`src/rtl/irq_agg_pkg.sv`:
```
package irq_agg_pkg;
  localparam int NUM_BLK  = 4;
  localparam int NUM_CH   = 2 * NUM_BLK;
  localparam int NUM_LINE = NUM_BLK / 2;
  localparam int BLK_W    = $clog2(NUM_BLK);
  localparam int CH_W     = $clog2(NUM_CH);
  localparam int BYTE_W   = 8;
  localparam int OFS_W    = 5;
  localparam logic [OFS_W-1:0] STAT_OFS = 5'd5;

  typedef struct packed {
    logic             maskWe;
    logic             vecWe;
    logic             rdLoad;
    logic             rdStatus;
    logic             rdVector;
    logic [BLK_W-1:0] blk;
  } hostStrobeT;
endpackage

```
`src/rtl/irq_agg_ctrl.sv`:
```
module irq_agg_ctrl
  import irq_agg_pkg::*;
(
  input  logic                clk,
  input  logic                rstN,
  input  logic                ioWr,
  input  logic                ioRd,
  input  logic                idWr,
  input  logic                memWr8,
  input  logic                intRd,
  input  logic [BYTE_W-1:0]   hostAddr,
  output hostStrobeT          stb,
  output logic [BLK_W-1:0]    decBlk,
  output logic [CH_W-1:0]     decChan,
  output logic [OFS_W-1:0]    decReg
);
  logic ioInRange;
  logic statHit;
  logic ackAddr;

  // field split of the I/O address
  assign decBlk  = hostAddr[OFS_W+BLK_W-1:OFS_W];
  assign decChan = hostAddr[OFS_W+BLK_W-1:OFS_W-1];
  assign decReg  = hostAddr[OFS_W-1:0] ^ OFS_W'(1);

  assign ioInRange = !hostAddr[BYTE_W-1];
  assign statHit   = ioInRange && (decReg == STAT_OFS);
  assign ackAddr   = (hostAddr == 8'd0) || (hostAddr == 8'd2);

  always_comb begin
    stb          = '0;
    stb.blk      = decBlk;
    stb.maskWe   = ioWr && statHit;
    stb.vecWe    = idWr || memWr8;
    stb.rdLoad   = ioRd || intRd;
    stb.rdStatus = ioRd && statHit;
    stb.rdVector = intRd && !ioRd && ackAddr;
  end

  a_r7_one_read_source: assert property (@(posedge clk) disable iff (!rstN)
    $onehot0({stb.rdStatus, stb.rdVector}));

  a_r10_high_space_ignored: assert property (@(posedge clk) disable iff (!rstN)
    hostAddr[BYTE_W-1] |-> (!stb.maskWe && !stb.rdStatus));

  a_r9_ack_needs_read: assert property (@(posedge clk) disable iff (!rstN)
    stb.rdVector |-> (intRd && stb.rdLoad));
endmodule

```
`src/rtl/irq_agg_dp.sv`:
```
module irq_agg_dp
  import irq_agg_pkg::*;
(
  input  logic                clk,
  input  logic                rstN,
  input  hostStrobeT          stb,
  input  logic [BYTE_W-1:0]   wrData,
  input  logic [NUM_CH-1:0]   txSet,
  input  logic [NUM_CH-1:0]   rxSet,
  input  logic [NUM_CH-1:0]   brkSet,
  input  logic [NUM_CH-1:0]   txClr,
  input  logic [NUM_CH-1:0]   rxClr,
  input  logic [NUM_CH-1:0]   brkClr,
  input  logic [NUM_BLK-1:0]  cntSet,
  input  logic [NUM_BLK-1:0]  cntClr,
  input  logic [NUM_BLK-1:0]  ipcSet,
  input  logic [NUM_BLK-1:0]  ipcClr,
  output logic [NUM_LINE-1:0] irqReq,
  output logic [BYTE_W-1:0]   rdData
);
  logic [BYTE_W-1:0] statusQ [NUM_BLK];
  logic [BYTE_W-1:0] maskQ   [NUM_BLK];
  logic [BYTE_W-1:0] setV    [NUM_BLK];
  logic [BYTE_W-1:0] clrV    [NUM_BLK];
  logic [BYTE_W-1:0] vecQ;

  for (genvar b = 0; b < NUM_BLK; b++) begin : g_blk
    // odd channel in the upper nibble, even channel in the lower one
    assign setV[b] = {ipcSet[b], brkSet[2*b+1], rxSet[2*b+1], txSet[2*b+1],
                      cntSet[b], brkSet[2*b],   rxSet[2*b],   txSet[2*b]};
    assign clrV[b] = {ipcClr[b], brkClr[2*b+1], rxClr[2*b+1], txClr[2*b+1],
                      cntClr[b], brkClr[2*b],   rxClr[2*b],   txClr[2*b]};

    always_ff @(posedge clk) begin
      if (!rstN) begin
        statusQ[b] <= '0;
        maskQ[b]   <= '0;
      end else begin
        statusQ[b] <= (statusQ[b] & ~clrV[b]) | setV[b];
        if (stb.maskWe && (stb.blk == BLK_W'(b))) maskQ[b] <= wrData;
      end
    end

    a_r3_set_wins: assert property (@(posedge clk) disable iff (!rstN)
      (setV[b] != '0) |=> ((statusQ[b] & $past(setV[b])) == $past(setV[b])));

    a_r7_read_no_side_effect: assert property (@(posedge clk) disable iff (!rstN)
      (stb.rdStatus && setV[b] == '0 && clrV[b] == '0) |=> $stable(statusQ[b]));
  end

  for (genvar l = 0; l < NUM_LINE; l++) begin : g_line
    always_ff @(posedge clk) begin
      if (!rstN) irqReq[l] <= 1'b0;
      else irqReq[l] <= |((statusQ[2*l] & maskQ[2*l]) | (statusQ[2*l+1] & maskQ[2*l+1]));
    end

    a_r4_masked_pair_quiet: assert property (@(posedge clk) disable iff (!rstN)
      (maskQ[2*l] == '0 && maskQ[2*l+1] == '0) |=> !irqReq[l]);
  end

  always_ff @(posedge clk) begin
    if (!rstN) begin
      vecQ   <= '0;
      rdData <= '0;
    end else begin
      if (stb.vecWe) vecQ <= wrData;
      if (stb.rdLoad) begin
        if (stb.rdStatus)      rdData <= statusQ[stb.blk];
        else if (stb.rdVector) rdData <= vecQ;
        else                   rdData <= '0;
      end
    end
  end

  a_r8_vector_holds: assert property (@(posedge clk) disable iff (!rstN)
    !stb.vecWe |=> $stable(vecQ));

  a_r9_rd_holds_when_idle: assert property (@(posedge clk) disable iff (!rstN)
    !stb.rdLoad |=> $stable(rdData));
endmodule

```
`src/rtl/irq_aggregator.sv`:
```
module irq_aggregator
  import irq_agg_pkg::*;
(
  input  logic                clk,
  input  logic                rstN,
  input  logic                ioWr,
  input  logic                ioRd,
  input  logic                idWr,
  input  logic                memWr8,
  input  logic                intRd,
  input  logic [BYTE_W-1:0]   hostAddr,
  input  logic [BYTE_W-1:0]   hostWrData,
  input  logic [NUM_CH-1:0]   txSet,
  input  logic [NUM_CH-1:0]   rxSet,
  input  logic [NUM_CH-1:0]   brkSet,
  input  logic [NUM_CH-1:0]   txClr,
  input  logic [NUM_CH-1:0]   rxClr,
  input  logic [NUM_CH-1:0]   brkClr,
  input  logic [NUM_BLK-1:0]  cntSet,
  input  logic [NUM_BLK-1:0]  cntClr,
  input  logic [NUM_BLK-1:0]  ipcSet,
  input  logic [NUM_BLK-1:0]  ipcClr,
  output logic [NUM_LINE-1:0] irqReq,
  output logic [BYTE_W-1:0]   rdData,
  output logic [BLK_W-1:0]    decBlk,
  output logic [CH_W-1:0]     decChan,
  output logic [OFS_W-1:0]    decReg
);
  hostStrobeT stb;

  irq_agg_ctrl u_ctrl (
    .clk(clk), .rstN(rstN), .ioWr(ioWr), .ioRd(ioRd), .idWr(idWr),
    .memWr8(memWr8), .intRd(intRd), .hostAddr(hostAddr), .stb(stb),
    .decBlk(decBlk), .decChan(decChan), .decReg(decReg)
  );

  irq_agg_dp u_dp (
    .clk(clk), .rstN(rstN), .stb(stb), .wrData(hostWrData),
    .txSet(txSet), .rxSet(rxSet), .brkSet(brkSet),
    .txClr(txClr), .rxClr(rxClr), .brkClr(brkClr),
    .cntSet(cntSet), .cntClr(cntClr), .ipcSet(ipcSet), .ipcClr(ipcClr),
    .irqReq(irqReq), .rdData(rdData)
  );
endmodule

```
`config.mk`:
```
export PLATFORM = sky130hd
export DESIGN_NAME = irq_aggregator
export DESIGN_NICKNAME = d
export VERILOG_FILES = /design/src/rtl/irq_agg_pkg.sv /design/src/rtl/irq_agg_ctrl.sv /design/src/rtl/irq_agg_dp.sv /design/src/rtl/irq_aggregator.sv
export SDC_FILE = /design/constraint.sdc
export NUM_CORES = 1
export LEC_CHECK = 0
export ABC_AREA = 1
export CORE_MARGIN = 8
export CORE_UTILIZATION = 35
export CTS_BUF_LIST = sky130_fd_sc_hd__clkbuf_4 sky130_fd_sc_hd__clkbuf_8
export CTS_CLUSTER_SIZE = 24
export DETAILED_ROUTE_END_ITERATION = 10
export DONT_BUFFER_PORTS = 1
export GPL_TIMING_DRIVEN = 0
export PLACE_DENSITY = 0.52
export REMOVE_ABC_BUFFERS = 1
export SYNTH_ARGS = -nofsm -noshare
export SYNTH_HDL_FRONTEND = slang
export SYNTH_SLANG_ARGS = --single-unit
```
`constraint.sdc`:
```
create_clock -name clk -period 2.25 [get_ports clk]
set_input_delay 0.45 -clock clk [delete_from_list [all_inputs] [get_ports clk]]
set_output_delay 0.45 -clock clk [all_outputs]
set_load 0.02 [all_outputs]
```
* Word-level counts from Yosys, hierarchy flattened *
Memory sizes are Yosys's and may differ from the RTL's.
Index checks and enable logic that the tools add are counted.

word-level totals
  memories kept = 2
  memory bits (writable) = 64
  input bits = 87
  register bits = 18

operators by class
  reductions and logical operators = 18
  muxes and demuxes = 24
  equality and inequality tests = 5
  bitwise logic cells = 27

memory list
  name          depth  bits a word  rd ports  clocked after Yosys merged registers in  wr ports  line              text
  u_dp.maskQ    4      8            4         0                                        4         irq_agg_dp.sv:22  logic [BYTE_W-1:0] maskQ [NUM_BLK];
  u_dp.statusQ  4      8            5         0                                        4         irq_agg_dp.sv:21  logic [BYTE_W-1:0] statusQ [NUM_BLK];

operators by type and width
  kind                                                 number
  two-way mux 8 bit                                    10
  bitwise AND 8 bit                                    8
  bitwise OR 8 bit                                     6
  inverter 8 bit                                       4
  OR reduction 8 bit                                   2
  two-way mux 1 bit                                    14
  logical AND 1 bit                                    9
  equality test 8 x 2 -> 1 bit, second input constant  1
  logical NOT 8 bit                                    1
  bitwise OR 1 bit                                     8
  equality test 5 x 3 -> 1 bit, second input constant  1
  equality test 2 bit, second input constant           2
  logical OR 1 bit                                     3
  equality test 2 x 1 -> 1 bit, second input constant  1
  logical NOT 1 bit                                    2
  logical NOT 2 bit                                    1
  inverter 1 bit                                       1

* Longest topological paths before layout *
  depth after elaboration = 9
  depth in mapped cells = 10
  depth with buffers taken out = 9

* Hierarchy *
A second synthesis with hierarchy kept.

second synthesis, totals
  cells, all modules = 469
  area, all modules = 3698.5 um2

by module, submodules not included
  module        cells an instance  area each (um2)  seq. area each (um2)  instances
  irq_agg_dp    437                3522.1           1961.9                1
  irq_agg_ctrl  32                 176.4            0.0                   1

* Worst setup path before layout *
OpenSTA, ideal clock, no wires.

  kind = input port to flip-flop
  start = input hostAddr[5]
  end = memory u_dp.maskQ[2][0], enable pin
  arrival = 1.464 ns
  required time = 1.866 ns
  path buffers = 1
  cell stages on the path = 4
  library setup time = 0.384 ns
  path slack = 0.402 ns
  path through = buf_4 > nor2_8 > inv_2 > o21ai_0

RTL lines
  element          line                  text
  start, declared  irq_aggregator.sv:11  input logic [BYTE_W-1:0] hostAddr,
  end, declared    irq_agg_dp.sv:22

==> out/qor.yml <==
clocking:
  cts_buffers: 9
  postCtsSetupBuffers: 0
  cts_resized: 0
  clk_latency_ns: 0.36
  root_buffer: "clkbuf_8"
  cts_buffer_depth: 2
  cts.clk_slew.worst_paths_ns: 0.08
  post_cts_hold_buffer_count: 0
  clock-sinks: 82
  cts_htree_levels: 3
  cts_tree: "yes"
routing:
  first_iter_violations: 144
  vias: 2782
  drc: 0
  wirelength_um: 9710
  vias_per_cell: 4.69
  dr.pass1.iters: 4
  wl_per_cell_um: 16.4
  drtAntennaViolNets: 0
power:
  p_leak_nw: 1.71
  p_per_area_nw_per_um2: 794
  ir_drop_uv: 438
  finalPower_mw: 3.10
sta:
  finClkSkew_ns: 0.0118
  fin_crit_sh_pct: 85.6
  slew_viol_final: 0
  layout_setup_ws_ns: 0.323
  setup_viol: 0
  grt_setup_unrepaired: "false"
  worst_pin_slew_ns: 1.20
  max_freq_mhz: 519
  finalCriticalPeriod_ns: 1.93
  finalHoldViolCount: 0
  slew_headroom_pct: 19.5
cells_and_area:
  drive_above_1_share_pct: 7.44
  seq_area_um2: 1960
  area_growth_pct: 8.05
  n_antenna_cell: 0
  nNetsFinal: 539
  fin_area_um2: 3900
  multiInputGateArea_um2: 1300
  nFillCells: 1085
worst_hold_path:
  min_path_type: "in2reg"
yosys:
  synth_cells: 458
  ys_ff_latch: 82
  ys_types: 22
  syn_area_per_cell_um2: 7.88
  ys_seq_area_share_pct: 54.4
  yosysWarnings: 0
  synth_edf_count: 32
  synth_async_sr_flop_share_pct: 0
  synth_area_um2: 3610
  ys.flop_type: "dfxtp_1"
worst_setup_path:
  arrival_ns: 1.90
  critPathMaxFanout: 8
  cpPeakStageDelay_ns: 0.94
  worstPathCellList: "nor2_1 > nand4_1 > nand2b_4 > o21ai_0"
  crit_path_start_kind: "input pin"
  crit_slowest_cell: "o21ai_0"
  critPathKind: "in2reg"
  crit_path_end_kind: "flip-flop"
  worstPathRequired_ns: 2.23
grt:
  grt_max_degree: 35
  grt_pass1_vias: 2766
  grt-ovfl-total: 0
  grt_pass1_wl_um: 15000
  grt_usage_pct: 14.1
  antenna_found_initial: 0
placed_design:
  dp_slack_ns: -0.113
  io_buffers: 0
  place.gp.congestion: 0.860
  dpl_cell_area_um2: 3660
  place_hpwl_um: 7250
job:
  maxCapViolations: 0
floorplanning:
  io-pin-count: 107
  core.rowCount: 37
  core_um2: 10200
  die_w_um: 118
  start_util_pct: 35.4
  die_area_um2: 13800
  chipHeight_um: 118
run_status:
  status: "completed"
==> per-layer routing <==
layer / track usage [%] / routed length (um)
met5: 0 / 0
met4: 4.56 / 116
met3: 6.09 / 894
met2: 21.0 / 4300
met1: 18.1 / 4410
==> per-stage QoR <==
step / TNS [ns] / hold WS (ns) / utilization [%] / cells
finish: 0 / 0.190 / 38.3 / 593
CTS: 0 / 0.170 / 38.2 / 592
global route: 0 / 0.175 / 38.3 / 593
floorplan: 0 / 0.476 / - / 440
global placement: -1.08 / 0.511 / 36.0 / 576
detailed placement: -2.77 / 0.511 / 36.0 / 576
==> report_power, final <==
group	leakage (nW)	switching, mW	total [mW]	internal (mW)
Clock	0.112	0.554	1.21	0.657
Sequential	0.719	0.0507	1.67	1.62
Combinational	0.882	0.147	0.214	0.0670
==> synth_stat cells (2+ instances only) <==
| library cell | instances | share of area, % |
|---|---|---|
| a21oi_1 | 25 | 3.5 |
| buf_2 | 2 | 0.28 |
| buf_4 | 10 | 2.1 |
| clkbuf_1 | 4 | 0.42 |
| dfxtp_1 | 50 | 28 |
| edfxtp_1 | 32 | 27 |
| inv_1 | 57 | 5.9 |
| inv_2 | 4 | 0.42 |
| nand2_1 | 77 | 8.0 |
| nand2_4 | 2 | 0.62 |
| nand3_1 | 28 | 3.9 |
| nand4_1 | 13 | 2.3 |
| nor2_1 | 128 | 13 |
| nor2_2 | 8 | 1.4 |
| o21ai_0 | 11 | 1.5 |
==> registers in the layout (all words and copies together) (netlist names) <==
| name | count |
|---|---|
| u_dp.irqReq | 2 |
| u_dp.vecQ | 8 |
| u_dp.statusQ | 32 |
| u_dp.maskQ | 32 |
| u_dp.rdData | 8 |
==> kinds of logic after synthesis <==
group           after synthesis  synth area share (%)
buf+inv                      79                  9.54
simple gates                260                  30.9
flops                        82                  54.4
compound gates               37                  5.13
==> path summary, 6_finish.rpt <==
check / from / to / slack (ns) / depth (start not counted)
worst max-delay path: hostAddr[4] / u_dp.maskQ[1][1] / 0.32 / 4
worst min-delay path: rstN / u_dp.rdData[5] / 0.19 / 2
worst min register to register: u_dp.vecQ[4] / u_dp.vecQ[4] / 0.53 / 2
worst max register to register: u_dp.statusQ[3][4] / u_dp.rdData[4] / 1.10 / 8
==> worst max-delay path, delay by kind of cell <==
family             cells  cell delay [ns]
AOI/OAI and AO/OA      1             0.94
and+or+nand+nor        3             0.51
==> layout by cell type (no fill, tap or decap), drive strengths merged <==
| cell | instances |
|---|---|
| clkinv | 3 |
| clkbuf | 11 |
| nor3b | 1 |
| nand4 | 13 |
| nand2b | 1 |
| nand2 | 79 |
| nand3 | 28 |
| o21ai | 12 |
| a21oi | 25 |
| dfxtp | 50 |
| nor2 | 138 |
| bufinv | 2 |
| inv | 61 |
| clkinvlp | 1 |
| edfxtp | 32 |
==> cell type report <==
cell class | instances | share of cell area [%]
Tap cell | 136 | 4.37
Clock inverter | 6 | 2.31
Sequential cell | 82 | 50.3
Clock buffer | 10 | 3.53
Timing Repair Buffer | 1 | 0.193
Inverter | 61 | 5.87
Multi-Input combinational cell | 297 | 33.4
Power figures use the tool's default switching activity.
